--- src/rtl/btn_ctrl_pkg.sv ---
package btn_ctrl_pkg;
  localparam int NUM_BTNS   = 5;
  localparam int IDX_LEFT   = 0;
  localparam int IDX_RIGHT  = 1;
  localparam int IDX_UP     = 2;
  localparam int IDX_DOWN   = 3;
  localparam int IDX_CENTER = 4;
endpackage

--- src/rtl/btn_sync.sv ---
module btn_sync #(
  parameter int STAGES = 2
) (
  input  logic clk,
  input  logic rst,
  input  logic raw_in,
  output logic sync_out
);
  logic [STAGES-1:0] chain_q;

  always_ff @(posedge clk) begin
    if (rst) chain_q <= '0;
    else     chain_q <= {chain_q[STAGES-2:0], raw_in};
  end

  assign sync_out = chain_q[STAGES-1];
endmodule

--- src/rtl/btn_debounce.sv ---
module btn_debounce #(
  parameter int HOLD_CYCLES = 1 << 20
) (
  input  logic clk,
  input  logic rst,
  input  logic level_in,
  output logic level_out
);
  localparam int CW = (HOLD_CYCLES > 2) ? $clog2(HOLD_CYCLES) : 1;
  localparam logic [CW-1:0] LIMIT = CW'(HOLD_CYCLES - 1);

  logic [CW-1:0] run_len_q;
  logic          accepted_q;

  always_ff @(posedge clk) begin
    if (rst) begin
      accepted_q <= 1'b0;
      run_len_q  <= '0;
    end else if (level_in == accepted_q) begin
      run_len_q  <= '0;
    end else if (run_len_q == LIMIT) begin
      accepted_q <= level_in;
      run_len_q  <= '0;
    end else begin
      run_len_q  <= run_len_q + 1'b1;
    end
  end

  assign level_out = accepted_q;
endmodule

--- src/rtl/btn_rise.sv ---
module btn_rise (
  input  logic clk,
  input  logic rst,
  input  logic level_in,
  output logic pulse_out
);
  logic prev_q;
  logic pulse_q;

  always_ff @(posedge clk) begin
    if (rst) begin
      prev_q  <= 1'b0;
      pulse_q <= 1'b0;
    end else begin
      prev_q  <= level_in;
      pulse_q <= level_in & ~prev_q;
    end
  end

  assign pulse_out = pulse_q;
endmodule

--- src/rtl/btn_ctrl_unit.sv ---
module btn_ctrl_unit
  import btn_ctrl_pkg::*;
#(
  parameter int HOLD_CYCLES = 1 << 20,
  parameter int SYNC_STAGES = 2
) (
  input  logic clk,
  input  logic rst,
  input  logic btn_left,
  input  logic btn_right,
  input  logic btn_up,
  input  logic btn_down,
  input  logic btn_center,
  output logic load_a,
  output logic load_b,
  output logic step,
  output logic next_out,
  output logic run
);
  logic [NUM_BTNS-1:0] raw_vec;
  logic [NUM_BTNS-1:0] synced;
  logic [NUM_BTNS-1:0] clean;
  logic [NUM_BTNS-1:0] edge_pulse;
  logic                center_strobe;
  logic                run_q;

  assign raw_vec[IDX_LEFT]   = btn_left;
  assign raw_vec[IDX_RIGHT]  = btn_right;
  assign raw_vec[IDX_UP]     = btn_up;
  assign raw_vec[IDX_DOWN]   = btn_down;
  assign raw_vec[IDX_CENTER] = btn_center;

  for (genvar i = 0; i < NUM_BTNS; i++) begin : g_chan
    btn_sync #(.STAGES(SYNC_STAGES)) u_sync (
      .clk(clk), .rst(rst), .raw_in(raw_vec[i]), .sync_out(synced[i])
    );
    btn_debounce #(.HOLD_CYCLES(HOLD_CYCLES)) u_deb (
      .clk(clk), .rst(rst), .level_in(synced[i]), .level_out(clean[i])
    );
    btn_rise u_rise (
      .clk(clk), .rst(rst), .level_in(clean[i]), .pulse_out(edge_pulse[i])
    );
  end

  assign center_strobe = edge_pulse[IDX_CENTER];

  // Sticky mode flag: data is constant one, enable is the centre strobe.
  always_ff @(posedge clk) begin
    if (rst)                run_q <= 1'b0;
    else if (center_strobe) run_q <= 1'b1;
  end

  assign load_a   = edge_pulse[IDX_LEFT];
  assign load_b   = edge_pulse[IDX_RIGHT];
  assign step     = edge_pulse[IDX_UP];
  assign next_out = edge_pulse[IDX_DOWN];
  assign run      = run_q;
endmodule

--- config.mk ---
export PLATFORM = sky130hd
export DESIGN_NAME = btn_ctrl_unit
export DESIGN_NICKNAME = d
export VERILOG_FILES = /design/src/rtl/btn_ctrl_pkg.sv /design/src/rtl/btn_sync.sv /design/src/rtl/btn_debounce.sv /design/src/rtl/btn_rise.sv /design/src/rtl/btn_ctrl_unit.sv
export SDC_FILE = /design/constraint.sdc
export NUM_CORES = 1
export LEC_CHECK = 0
export CELL_PAD_IN_SITES_DETAIL_PLACEMENT = 0
export CELL_PAD_IN_SITES_GLOBAL_PLACEMENT = 1
export CORE_MARGIN = 1.5
export CORE_UTILIZATION = 45
export DETAILED_ROUTE_END_ITERATION = 8
export PLACE_DENSITY_LB_ADDON = 0.15
export REMOVE_ABC_BUFFERS = 1
export SETUP_SLACK_MARGIN = 0.1
export SLEW_MARGIN = 20
export SYNTH_ARGS = -nofsm -noshare
export SYNTH_HDL_FRONTEND = slang
export SYNTH_HIERARCHICAL = 1
export SYNTH_SLANG_ARGS = --single-unit
--- constraint.sdc ---
create_clock -name clk -period 1.9 [get_ports clk]
set_input_delay 0.57 -clock clk [delete_from_list [all_inputs] [get_ports clk]]
set_output_delay 0.57 -clock clk [all_outputs]
set_load 0.05 [all_outputs]
==> metrics.md, run 1 <==
| Metric | Value |
|---|---|
| Placed cells | 832 |
| Hold_ws | 0.404 ns |
| Initial antenna violation count | 0 |
| Area grow syn2layout | 23.9% |
| Clock Skews | 0.00603 ns |
| Tmin final | 1.72 ns |
| Hold path depth | 1 |
| Clock latency on the worst-skew pair | 0.42 ns |
| Outcome | finished clean |
| Post-synthesis cell count | 612 |
| CTS root buf | clkbuf_16 |
| Antenna diode count | 0 |
| DP HPWL | 7620 um |
| Worst path depth | 5 |
| Crit path buf inv count | 1 |
| Hold Violations, Final | 0 |
| Commonest cells post-synth | dfxtp_1 (126), nor2_1 (80), nand3_1 (55), a21oi_1 (35), xnor2_1 (35) |
| Number of CTS-inserted buffers | 17 |
| Library cells used by synthesis | 32 |
| Leak Pwr | 2.33 nW |
| Most common cell in the netlist | dfxtp_1 |
| Core box area | 12,200 um2 |
| Layout Utilization | 57.7% |
| Buffers on Ports | 11 |
| Mapped Area | 5670 um2 |
| Register area share after synthesis | 44.5% |
| Critical setup path kind | flop to flop |
| Vias | 4,544 |
| Via density | 5.22 |
| Worst R2R End | g_chan[4].u_deb/run_len_q[13] |
| Required @ worst endpoint | 2.19 ns |
| CP cell instances | nand4_4 -> or4_4 -> o21bai_4 -> buf_4 -> a21oi_1 |
| Drt drc | 0 |
| Slowest cell on crit path | or4_4 |
| Post-route ant nets | 0 |
| CP endpoint | g_chan[4].u_deb/run_len_q[13] |
| R2r worst-path depth | 5 |
| Hold_buf cts | 0 |
| Final period util | 90.3% |
| IO Pins | 12 |
| Starting Density | 46.6% |
| Synth warnings | 6 |
| Asr flop ratio synth | 0% |
| Total power draw | 6.10 mW |
| Row count | 40 |
| Placer Congestion | 0.758 |
| Reg2Reg Setup Slack | 0.18 ns |
| Worst-path clk slew | 0.05 ns |
| Drt first pass iters | 4 |
| Chip Width | 115 um |
| Max-slew violation count | 0 |
| Relative slew slack | 73.9% |
| Share of layout cells above drive strength 1 | 20.5% |
| Routed wire length | 11,200 um |
| Number of synthesized flops with an enable pin | 0 |
| CP max stage delay | 0.61 ns |
| Max VDD drop | 597 uV |
| Worst Tran Pin Value | 0.388 ns |
| Number of max-cap violations | 0 |
| Wirelength per Cell | 12.9 um |
| RSZ-0062 raised after global routing | true |
| FF-to-FF Start | g_chan[4].u_deb/run_len_q[10] |
| # nets final | 701 |
| Critical path launch point type | flop |
| Top FF cell, synth | dfxtp_1 |
| TritonCTS clock tree | done |
| Worst hold path class | flop to flop |
| Worst Path Arrival | 2.01 ns |
| Global Route Usage Sum | 18.6% |
| Critical path startpoint | g_chan[4].u_deb/run_len_q[10] |
| Syn avg cell area | 9.26 um2 |
| Total die area | 13,300 um2 |
| Area leader, netlist | dfxtp_1 |
| Critical Path Sink Type | flop |
| Setup tns final | 0 ns |
| Initial DRC count | 263 |
| Largest net degree at the start of global routing | 23 |
| Worst Path Max Fanout | 7 |
| Clock H-tree levels | 4 |
| Top post-synthesis cells by area | dfxtp_1 (45%), xnor2_1 (5.4%), nor2_1 (5.3%), nand3_1 (4.9%), xor2_1 (3.9%) |
| Fin cells | 870 |
| Pwr Density | 868 nW/um2 |
| Total congestion overflow | 0 |
| Max Root-Sink Buffers | 2 |
| First-pass GRT wire length | 19,700 um |
| #FFs+latches synth | 126 |
| Synth top area share | 44.5% |
| Chip Height | 115 um |
| Top delay family on crit path | simple AND/OR/NAND/NOR gates |
| Number of global-route vias before repair | 4,310 |
| Sink Count | 126 |
| FMAX | 583 MHz |
| Setup violators final | 0 |
## layout by cell type (no fill, tap or decap), drive strengths merged, types with 15 or more instances in the layout
master	netlist	routed
dfxtp	126	126
xnor2	35	35
nand4	20	20
xor2	25	25
nand3	55	55
buf	5	57
and3	25	25
a21oi	40	40
nor4	20	20
nor2b	15	15
o21ai	20	20
inv	20	20
clkbuf	0	21
nor2	80	80
nand2	30	30
## layer usage
layer	vias up	track usage [%]	share of wire, %
met1	2118	23.6	50
met3	7	6.75	3.0
met4	0	5.27	0.86
met2	45	29.9	46
met5	-	0	0
li1	2374	-	-
## report_power, final
group / internal, mW / switching, mW / leakage (nW)
combinational: 0.0511 / 0.0432 / 1.01
clock: 2.19 / 1.15 / 0.301
sequential: 2.66 / 0.00555 / 1.02
## logic make-up after synthesis
logic type                 count (synthesis)  share of synthesized area [%]
DFF                                      126                           44.5
buffers and inverters                     25                           2.32
xor gates and xnor gates                  60                           9.27
AOI/OAI and AO/OA                         91                           11.2
adders and majority gates                  5                           1.10
and+or+nand+nor                          305                           31.6
## area by class of cell
class / instances / area, um2
Clock buffer: 21 / 480
Clock inverter: 11 / 138
Fill cell: 1105 / 5140
Inverter: 20 / 75.1
Multi-Input combinational cell: 461 / 3030
Sequential cell: 126 / 2520
Tap cell: 168 / 210
Timing Repair Buffer: 63 / 563
## per-stage QoR
stage / worst slack, ns / area, um2
after floorplan: 0.201 / 5610
after global placement: 0.0371 / 6280
after detailed placement: 0.0108 / 6280
after CTS: 0.104 / 7000
after global routing: 0.0904 / 7020
final: 0.185 / 7020
## registers in the layout, indices dropped and copies added, names as in the netlist
register                 cells
g_chan.u_rise/pulse_out      5
g_chan.u_deb/run_len_q     100
g_chan.u_rise/prev_q         5
g_chan.u_deb/level_out       5
g_chan.u_sync/chain_q       10
run                          1
## worst reg2reg max path: cells and delay by family (launching register included)
kind | cells | cell delay (ns)
flops | 1 | 0.41
simple gates | 2 | 0.78
compound gates | 2 | 0.24
buf+inv | 1 | 0.16
## worst min path at each step
stage                                  from                          to
finish              g_chan[3].u_rise/prev_q  g_chan[3].u_rise/pulse_out
global route        g_chan[0].u_rise/prev_q  g_chan[0].u_rise/pulse_out
CTS                 g_chan[3].u_rise/prev_q  g_chan[3].u_rise/pulse_out
detailed placement  g_chan[3].u_rise/prev_q  g_chan[3].u_rise/pulse_out
global placement    g_chan[3].u_rise/prev_q  g_chan[3].u_rise/pulse_out
floorplan           g_chan[0].u_rise/prev_q  g_chan[0].u_rise/pulse_out
## timing repair
action,CTS,global route
pin swaps,5,1
buffers inserted,6,0
setup endpoints to repair,47,18
gates resized for setup,0,5
(Power assumes the default switching activity.)
==> inputs of run 2 (changes only) <==
--- a/config.mk
+++ b/config.mk
@@ -7,13 +7,11 @@
 export LEC_CHECK = 0
 export CELL_PAD_IN_SITES_DETAIL_PLACEMENT = 0
 export CELL_PAD_IN_SITES_GLOBAL_PLACEMENT = 1
-export CORE_MARGIN = 1.5
 export CORE_UTILIZATION = 45
 export DETAILED_ROUTE_END_ITERATION = 8
 export PLACE_DENSITY_LB_ADDON = 0.15
 export REMOVE_ABC_BUFFERS = 1
 export SETUP_SLACK_MARGIN = 0.1
-export SLEW_MARGIN = 20
 export SYNTH_ARGS = -nofsm -noshare
 export SYNTH_HDL_FRONTEND = slang
 export SYNTH_HIERARCHICAL = 1
==> metrics.md, run 2 (synthesis gave the netlist of run 1 again) <==
| Metric | Value |
|---|---|
| Placer Congestion | 0.764 (was 0.758) |
| Reg2Reg Setup Slack | 0.19 ns (was 0.18 ns) |
| Max Root-Sink Buffers | 2 (unchanged) |
| Sequential power share | 46.5% (was 43.7%) |
| RSZ-0062 raised after global routing | false (was true) |
| CTS root buf | clkbuf_16 (unchanged) |
| Max-slew violation count | 0 (unchanged) |
| Total die area | 13,000 um2 (was 13,300 um2) |
| Worst Path Max Fanout | 9 (was 7) |
| Routed wire length | 11,100 um (was 11,200 um) |
| Crit path buf inv count | 1 (unchanged) |
| Clock share of power | 51.9% (was 54.8%) |
| Worst Tran Pin Value | 0.383 ns (was 0.388 ns) |
| Initial DRC count | 281 (was 263) |
| Wirelength per Cell | 12.7 um (was 12.9 um) |
| Hold path depth | 1 (unchanged) |
| Top reg by flops | g_chan.u_deb/run_len_q (unchanged) |
| Final period util | 89.9% (was 90.3%) |
| Number of global-route vias before repair | 4,303 (was 4,310) |
| Total congestion overflow | 0 (unchanged) |
| Relative slew slack | 74.3% (was 73.9%) |
| Critical setup path kind | flop to flop (unchanged) |
| Worst path depth | 5 (unchanged) |
| Placed cells | 837 (was 832) |
| Max reg flops | 100 (unchanged) |
| IO Pins | 12 (unchanged) |
| Worst R2R End | g_chan[3].u_deb/run_len_q[14] (was g_chan[4].u_deb/run_len_q[13]) |
| Worst hold path class | flop to flop (unchanged) |
| Chip Width | 114 um (was 115 um) |
| Filler cells | 1,136 (was 1,105) |
| CP cell instances | nand4_4 -> or4_4 -> o21bai_4 -> buf_4 -> a21oi_1 (unchanged) |
| Leak Pwr | 2.31 nW (was 2.33 nW) |
| Fin cells | 873 (was 870) |
| Most frequent cells in the layout | dfxtp_1 (126), nor2_1 (80), buf_4 (56), nand3_1 (55) (was dfxtp_1 (124), nor2_1 (80), nand3_1 (55), buf_4 (51)) |
| # nets final | 705 (was 701) |
| Tmin final | 1.71 ns (was 1.72 ns) |
| Row count | 40 (unchanged) |
| Pwr Density | 824 nW/um2 (was 868 nW/um2) |
| TritonCTS clock tree | done (unchanged) |
| Outcome | finished clean (unchanged) |
| Critical path launch point type | flop (unchanged) |
| Required @ worst endpoint | 2.19 ns (about the same) |
| Number of max-cap violations | 0 (unchanged) |
| Via density | 5.27 (was 5.22) |
| Clock latency on the worst-skew pair | 0.42 ns (about the same) |
| Internal power | 4.59 mW (was 4.90 mW) |
| Critical Path Sink Type | flop (unchanged) |
| Initial antenna violation count | 0 (unchanged) |
| Clock Skews | 0.00425 ns (was 0.00603 ns) |
| Clock H-tree levels | 4 (unchanged) |
| Switching power total | 1.15 mW (was 1.20 mW) |
| First-pass GRT wire length | 19,400 um (was 19,700 um) |
| Buffers on Ports | 11 (unchanged) |
| Area grow syn2layout | 22.8% (was 23.9%) |
| FMAX | 586 MHz (was 583 MHz) |
| Critical path startpoint | g_chan[3].u_deb/run_len_q[10] (was g_chan[4].u_deb/run_len_q[10]) |
| Switching portion of total power | 20.0% (was 19.7%) |
| Starting Density | 46.6% (unchanged) |
| Worst Path Arrival | 2.00 ns (was 2.01 ns) |
| Drt first pass iters | 5 (was 4) |
| Global Route Usage Sum | 18.8% (was 18.6%) |
| Most common cell after layout, fill and taps aside | dfxtp_1 (unchanged) |
| Antenna diode count | 0 (unchanged) |
| Sink Count | 126 (unchanged) |
| Slowest cell on crit path | or4_4 (unchanged) |
| Post-route ant nets | 0 (unchanged) |
| Vias | 4,598 (was 4,544) |
| Setup violators final | 0 (unchanged) |
| Largest regs | g_chan.u_deb/run_len_q (100), g_chan.u_sync/chain_q (10) (unchanged) |
| Number of CTS-inserted buffers | 17 (unchanged) |
| Worst-path clk slew | 0.05 ns (about the same) |
| CP max stage delay | 0.60 ns (was 0.61 ns) |
| Hold Violations, Final | 0 (unchanged) |
| Chip Height | 114 um (was 115 um) |
| DP HPWL | 7610 um (was 7620 um) |
| Hold_buf cts | 0 (unchanged) |
| Layout Utilization | 57.2% (was 57.7%) |
| Top delay family on crit path | simple AND/OR/NAND/NOR gates (unchanged) |
| R2r worst-path depth | 5 (unchanged) |
| Largest net degree at the start of global routing | 18 (was 23) |
| Max VDD drop | 711 uV (was 597 uV) |
| FF-to-FF Start | g_chan[3].u_deb/run_len_q[10] (was g_chan[4].u_deb/run_len_q[10]) |
| Comb pwr share | 1.7% (was 1.5%) |
| Core box area | 12,200 um2 (unchanged) |
| CP endpoint | g_chan[3].u_deb/run_len_q[14] (was g_chan[4].u_deb/run_len_q[13]) |
| Drt drc | 0 (unchanged) |
| Share of layout cells above drive strength 1 | 20.0% (was 20.5%) |
==> run 2: cell count changes in the layout (fill, tap and decap cells not counted), sizes merged <==
cell / previous run / this run
clkinvlp: 3 / 1
buf: 57 / 61
bufinv: 3 / 1
clkbuf: 21 / 24
==> run 2: repair_timing <==
action                                  4_1_cts  5_1_grt
endpoints found under the hold margin         0        0
endpoints found under the setup margin       47        3
gates resized for setup                       0        3
setup buffers                                 5        0
pin swaps                                     4        0
==> run 2: per-stage QoR <==
step                hold WS, ns  power, mW  setup slack, ns  TNS, ns  cell area [um2]
floorplan                 0.387       2.75            0.201        0             5610
global placement          0.393       2.80          0.00633        0             6330
detailed placement        0.393       2.81          -0.0324   -0.306             6330
CTS                       0.401       5.83            0.182        0             6950
global route              0.406       5.95            0.103        0             6960
finish                    0.401       5.73            0.193        0             6960
==> run 2: worst min-delay path by stage <==
stage	startpoint	endpoint	slack, ns
2_1_floorplan	g_chan[0].u_rise/prev_q	g_chan[0].u_rise/pulse_out	0.39
3_3_place_gp	g_chan[2].u_rise/prev_q	g_chan[2].u_rise/pulse_out	0.39
3_5_place_dp	g_chan[1].u_rise/prev_q	g_chan[1].u_rise/pulse_out	0.39
4_1_cts	g_chan[1].u_rise/prev_q	g_chan[1].u_rise/pulse_out	0.40
5_1_grt	g_chan[1].u_rise/prev_q	g_chan[1].u_rise/pulse_out	0.41
6_report	g_chan[1].u_rise/prev_q	g_chan[1].u_rise/pulse_out	0.40
==> run 2: final cells by class <==
cell class	instances	area, um2	share of cell area (%)
Clock buffer	24	482	6.92
Clock inverter	7	62.6	0.899
Inverter	20	75.1	1.08
Multi-Input combinational cell	461	3030	43.5
Sequential cell	126	2520	36.2
Tap cell	168	210	3.02
Timing Repair Buffer	67	581	8.34
==> run 2: layer usage <==
layer | part of all wire (%) | GRT usage (%) | up-vias
met5 | 0 | 0 | -
met3 | 3.3 | 5.72 | 12
li1 | - | - | 2386
met2 | 46 | 29.2 | 58
met1 | 49 | 23.9 | 2142
met4 | 1.4 | 8.83 | 0
==> run 2: power groups by stage <==
| stage | Combinational (mW) | Clock, mW | Sequential (mW) |
|---|---|---|---|
| after floorplan | 0.0323 | 0 | 2.72 |
| after global placement | 0.0853 | 0 | 2.72 |
| after detailed placement | 0.0869 | 0 | 2.72 |
| after CTS | 0.0964 | 3.07 | 2.66 |
| after global routing | 0.104 | 3.18 | 2.66 |
| final | 0.0952 | 2.97 | 2.66 |
==> inputs of run 3 (changes only) <==
--- a/config.mk
+++ b/config.mk
@@ -5,9 +5,12 @@
 export SDC_FILE = /design/constraint.sdc
 export NUM_CORES = 1
 export LEC_CHECK = 0
+export ABC_CLOCK_PERIOD_IN_PS = 1900
 export CELL_PAD_IN_SITES_DETAIL_PLACEMENT = 0
 export CELL_PAD_IN_SITES_GLOBAL_PLACEMENT = 1
+export CORE_MARGIN = 4
 export CORE_UTILIZATION = 45
+export CTS_CLUSTER_SIZE = 28
 export DETAILED_ROUTE_END_ITERATION = 8
 export PLACE_DENSITY_LB_ADDON = 0.15
 export REMOVE_ABC_BUFFERS = 1
==> metrics.md, run 3 (synthesis gave the netlist of run 1 again) <==
| Metric | Value |
|---|---|
| Buffers on Ports | 11 (unchanged) |
| Initial DRC count | 282 (was 281) |
| Worst hold path class | flop to flop (unchanged) |
| Max-slew violation count | 0 (unchanged) |
| Critical path launch point type | flop (unchanged) |
| Critical Path Sink Type | flop (unchanged) |
| Drt first pass iters | 4 (was 5) |
| Chip Height | 120 um (was 114 um) |
| Clock Skews | 0.0120 ns (was 0.00425 ns) |
| Max VDD drop | 712 uV (was 711 uV) |
| Global Route Usage Sum | 16.0% (was 18.8%) |
| Antenna diode count | 0 (unchanged) |
| Worst Tran Pin Value | 0.387 ns (was 0.383 ns) |
| Setup violators final | 0 (unchanged) |
| CTS root buf | clkbuf_16 (unchanged) |
| Max Root-Sink Buffers | 2 (unchanged) |
| Vias | 4,564 (was 4,598) |
| Number of max-cap violations | 0 (unchanged) |
| Hold_buf cts | 0 (unchanged) |
| Critical setup path kind | flop to flop (unchanged) |
| Initial antenna violation count | 0 (unchanged) |
| Setup tns final | 0 ns (unchanged) |
| First-pass GRT wire length | 19,200 um (was 19,400 um) |
| TritonCTS clock tree | done (unchanged) |
| Starting Density | 46.6% (unchanged) |
| Wirelength per Cell | 12.6 um (was 12.7 um) |
| Final period util | 90.4% (was 89.9%) |
| Required @ worst endpoint | 2.18 ns (was 2.19 ns) |
| Chip Width | 120 um (was 114 um) |
| Largest regs | g_chan.u_deb/run_len_q (100), g_chan.u_sync/chain_q (10) (unchanged) |
| Leak Pwr | 2.30 nW (was 2.31 nW) |
| Total die area | 14,500 um2 (was 13,000 um2) |
| Worst-path clk slew | 0.05 ns (about the same) |
| DP HPWL | 7710 um (was 7610 um) |
| Largest net degree at the start of global routing | 18 (unchanged) |
| Total congestion overflow | 0 (unchanged) |
| Fin cells | 870 (was 873) |
| Most frequent cells in the layout | dfxtp_1 (126), nor2_1 (80), nand3_1 (55), buf_4 (54) (was dfxtp_1 (126), nor2_1 (80), buf_4 (56), nand3_1 (55)) |
| Layout Utilization | 57.1% (was 57.2%) |
| Tmin final | 1.72 ns (was 1.71 ns) |
| Via density | 5.25 (was 5.27) |
| Max reg flops | 100 (unchanged) |
| Number of global-route vias before repair | 4,245 (was 4,303) |
| Clock latency on the worst-skew pair | 0.41 ns (was 0.42 ns) |
| IO Pins | 12 (unchanged) |
| Sink Count | 126 (unchanged) |
| Number of CTS-inserted buffers | 17 (unchanged) |
| Core box area | 12,200 um2 (unchanged) |
| Row count | 40 (unchanged) |
| RSZ-0062 raised after global routing | false (unchanged) |
| Area grow syn2layout | 22.5% (was 22.8%) |
| Pwr Density | 813 nW/um2 (was 824 nW/um2) |
| FMAX | 582 MHz (was 586 MHz) |
| Worst Path Max Fanout | 17 (was 9) |
| Outcome | finished clean (unchanged) |
| Relative slew slack | 74.1% (was 74.3%) |
| Placed cells | 837 (unchanged) |
| Post-route ant nets | 0 (unchanged) |
| Most common cell after layout, fill and taps aside | dfxtp_1 (unchanged) |
| # nets final | 704 (was 705) |
| Placer Congestion | 0.775 (was 0.764) |
| Total power draw | 5.64 mW (was 5.73 mW) |
| Routed wire length | 10,900 um (was 11,100 um) |
| Top reg by flops | g_chan.u_deb/run_len_q (unchanged) |
| Clock H-tree levels | 4 (unchanged) |
| Share of layout cells above drive strength 1 | 19.1% (was 20.0%) |
| Hold Violations, Final | 0 (unchanged) |
| Drt drc | 0 (unchanged) |
| Worst Path Arrival | 2.00 ns (about the same) |
| Reg2Reg Setup Slack | 0.18 ns (was 0.19 ns) |
-- run 3: final timing paths --
path | depth (start not counted) | end | start
hold reg to reg | 1 | g_chan[4].u_rise/pulse_out | g_chan[4].u_rise/prev_q
setup / recovery | 5 | g_chan[2].u_deb/run_len_q[14] | g_chan[2].u_deb/run_len_q[10]
setup reg to reg | 5 | g_chan[2].u_deb/run_len_q[14] | g_chan[2].u_deb/run_len_q[10]
hold / removal | 1 | g_chan[4].u_rise/pulse_out | g_chan[4].u_rise/prev_q
-- run 3: worst max-delay path: stages, from the launching register on --
cell and delay (ns):
dfxtp_1 0.42, nand4_4 0.17, or4_4 0.61, o21bai_4 0.18, buf_12 0.16, a21oi_1 0.05
-- run 3: through the flow --
| stage | cell area [um2] | hold WS (ns) | setup WS (ns) |
|---|---|---|---|
| after floorplan | 5610 | 0.387 | 0.201 |
| after global placement | 6330 | 0.393 | 0.0471 |
| after detailed placement | 6330 | 0.398 | 0.0216 |
| after CTS | 6940 | 0.405 | 0.189 |
| after global routing | 6940 | 0.414 | 0.103 |
| final | 6940 | 0.398 | 0.182 |
-- run 3: what timing repair did --
item | in CTS | in global routing
buffers inserted | 4 | 0
cloned | 0 | 0
pin swaps | 4 | 0
setup endpoints to repair | 59 | 1
gates resized for setup | 0 | 1
-- run 3: where the power goes --
group / internal (mW) / switching (mW) / total [mW]
clock network: 1.85 / 1.02 / 2.88
logic: 0.0531 / 0.0436 / 0.0967
registers: 2.66 / 0.00623 / 2.67
-- run 3: cell type report --
| cell class | count | area [um2] |
|---|---|---|
| Clock buffer | 29 | 531 |
| Inverter | 20 | 75.1 |
| Tap cell | 168 | 210 |
| Timing Repair Buffer | 66 | 586 |
| Multi-Input combinational cell | 461 | 3020 |
| Fill cell | 1082 | 5220 |
| Sequential cell | 126 | 2520 |
-- run 3: metal layers --
layer / GRT usage, % / routed length (um) / vias to the layer above
li1: - / - / 2384
met1: 21.6 / 5490 / 2132
met2: 24.4 / 5020 / 41
met3: 5.38 / 345 / 7
met4: 4.89 / 65 / 0
met5: 0 / 0 / -
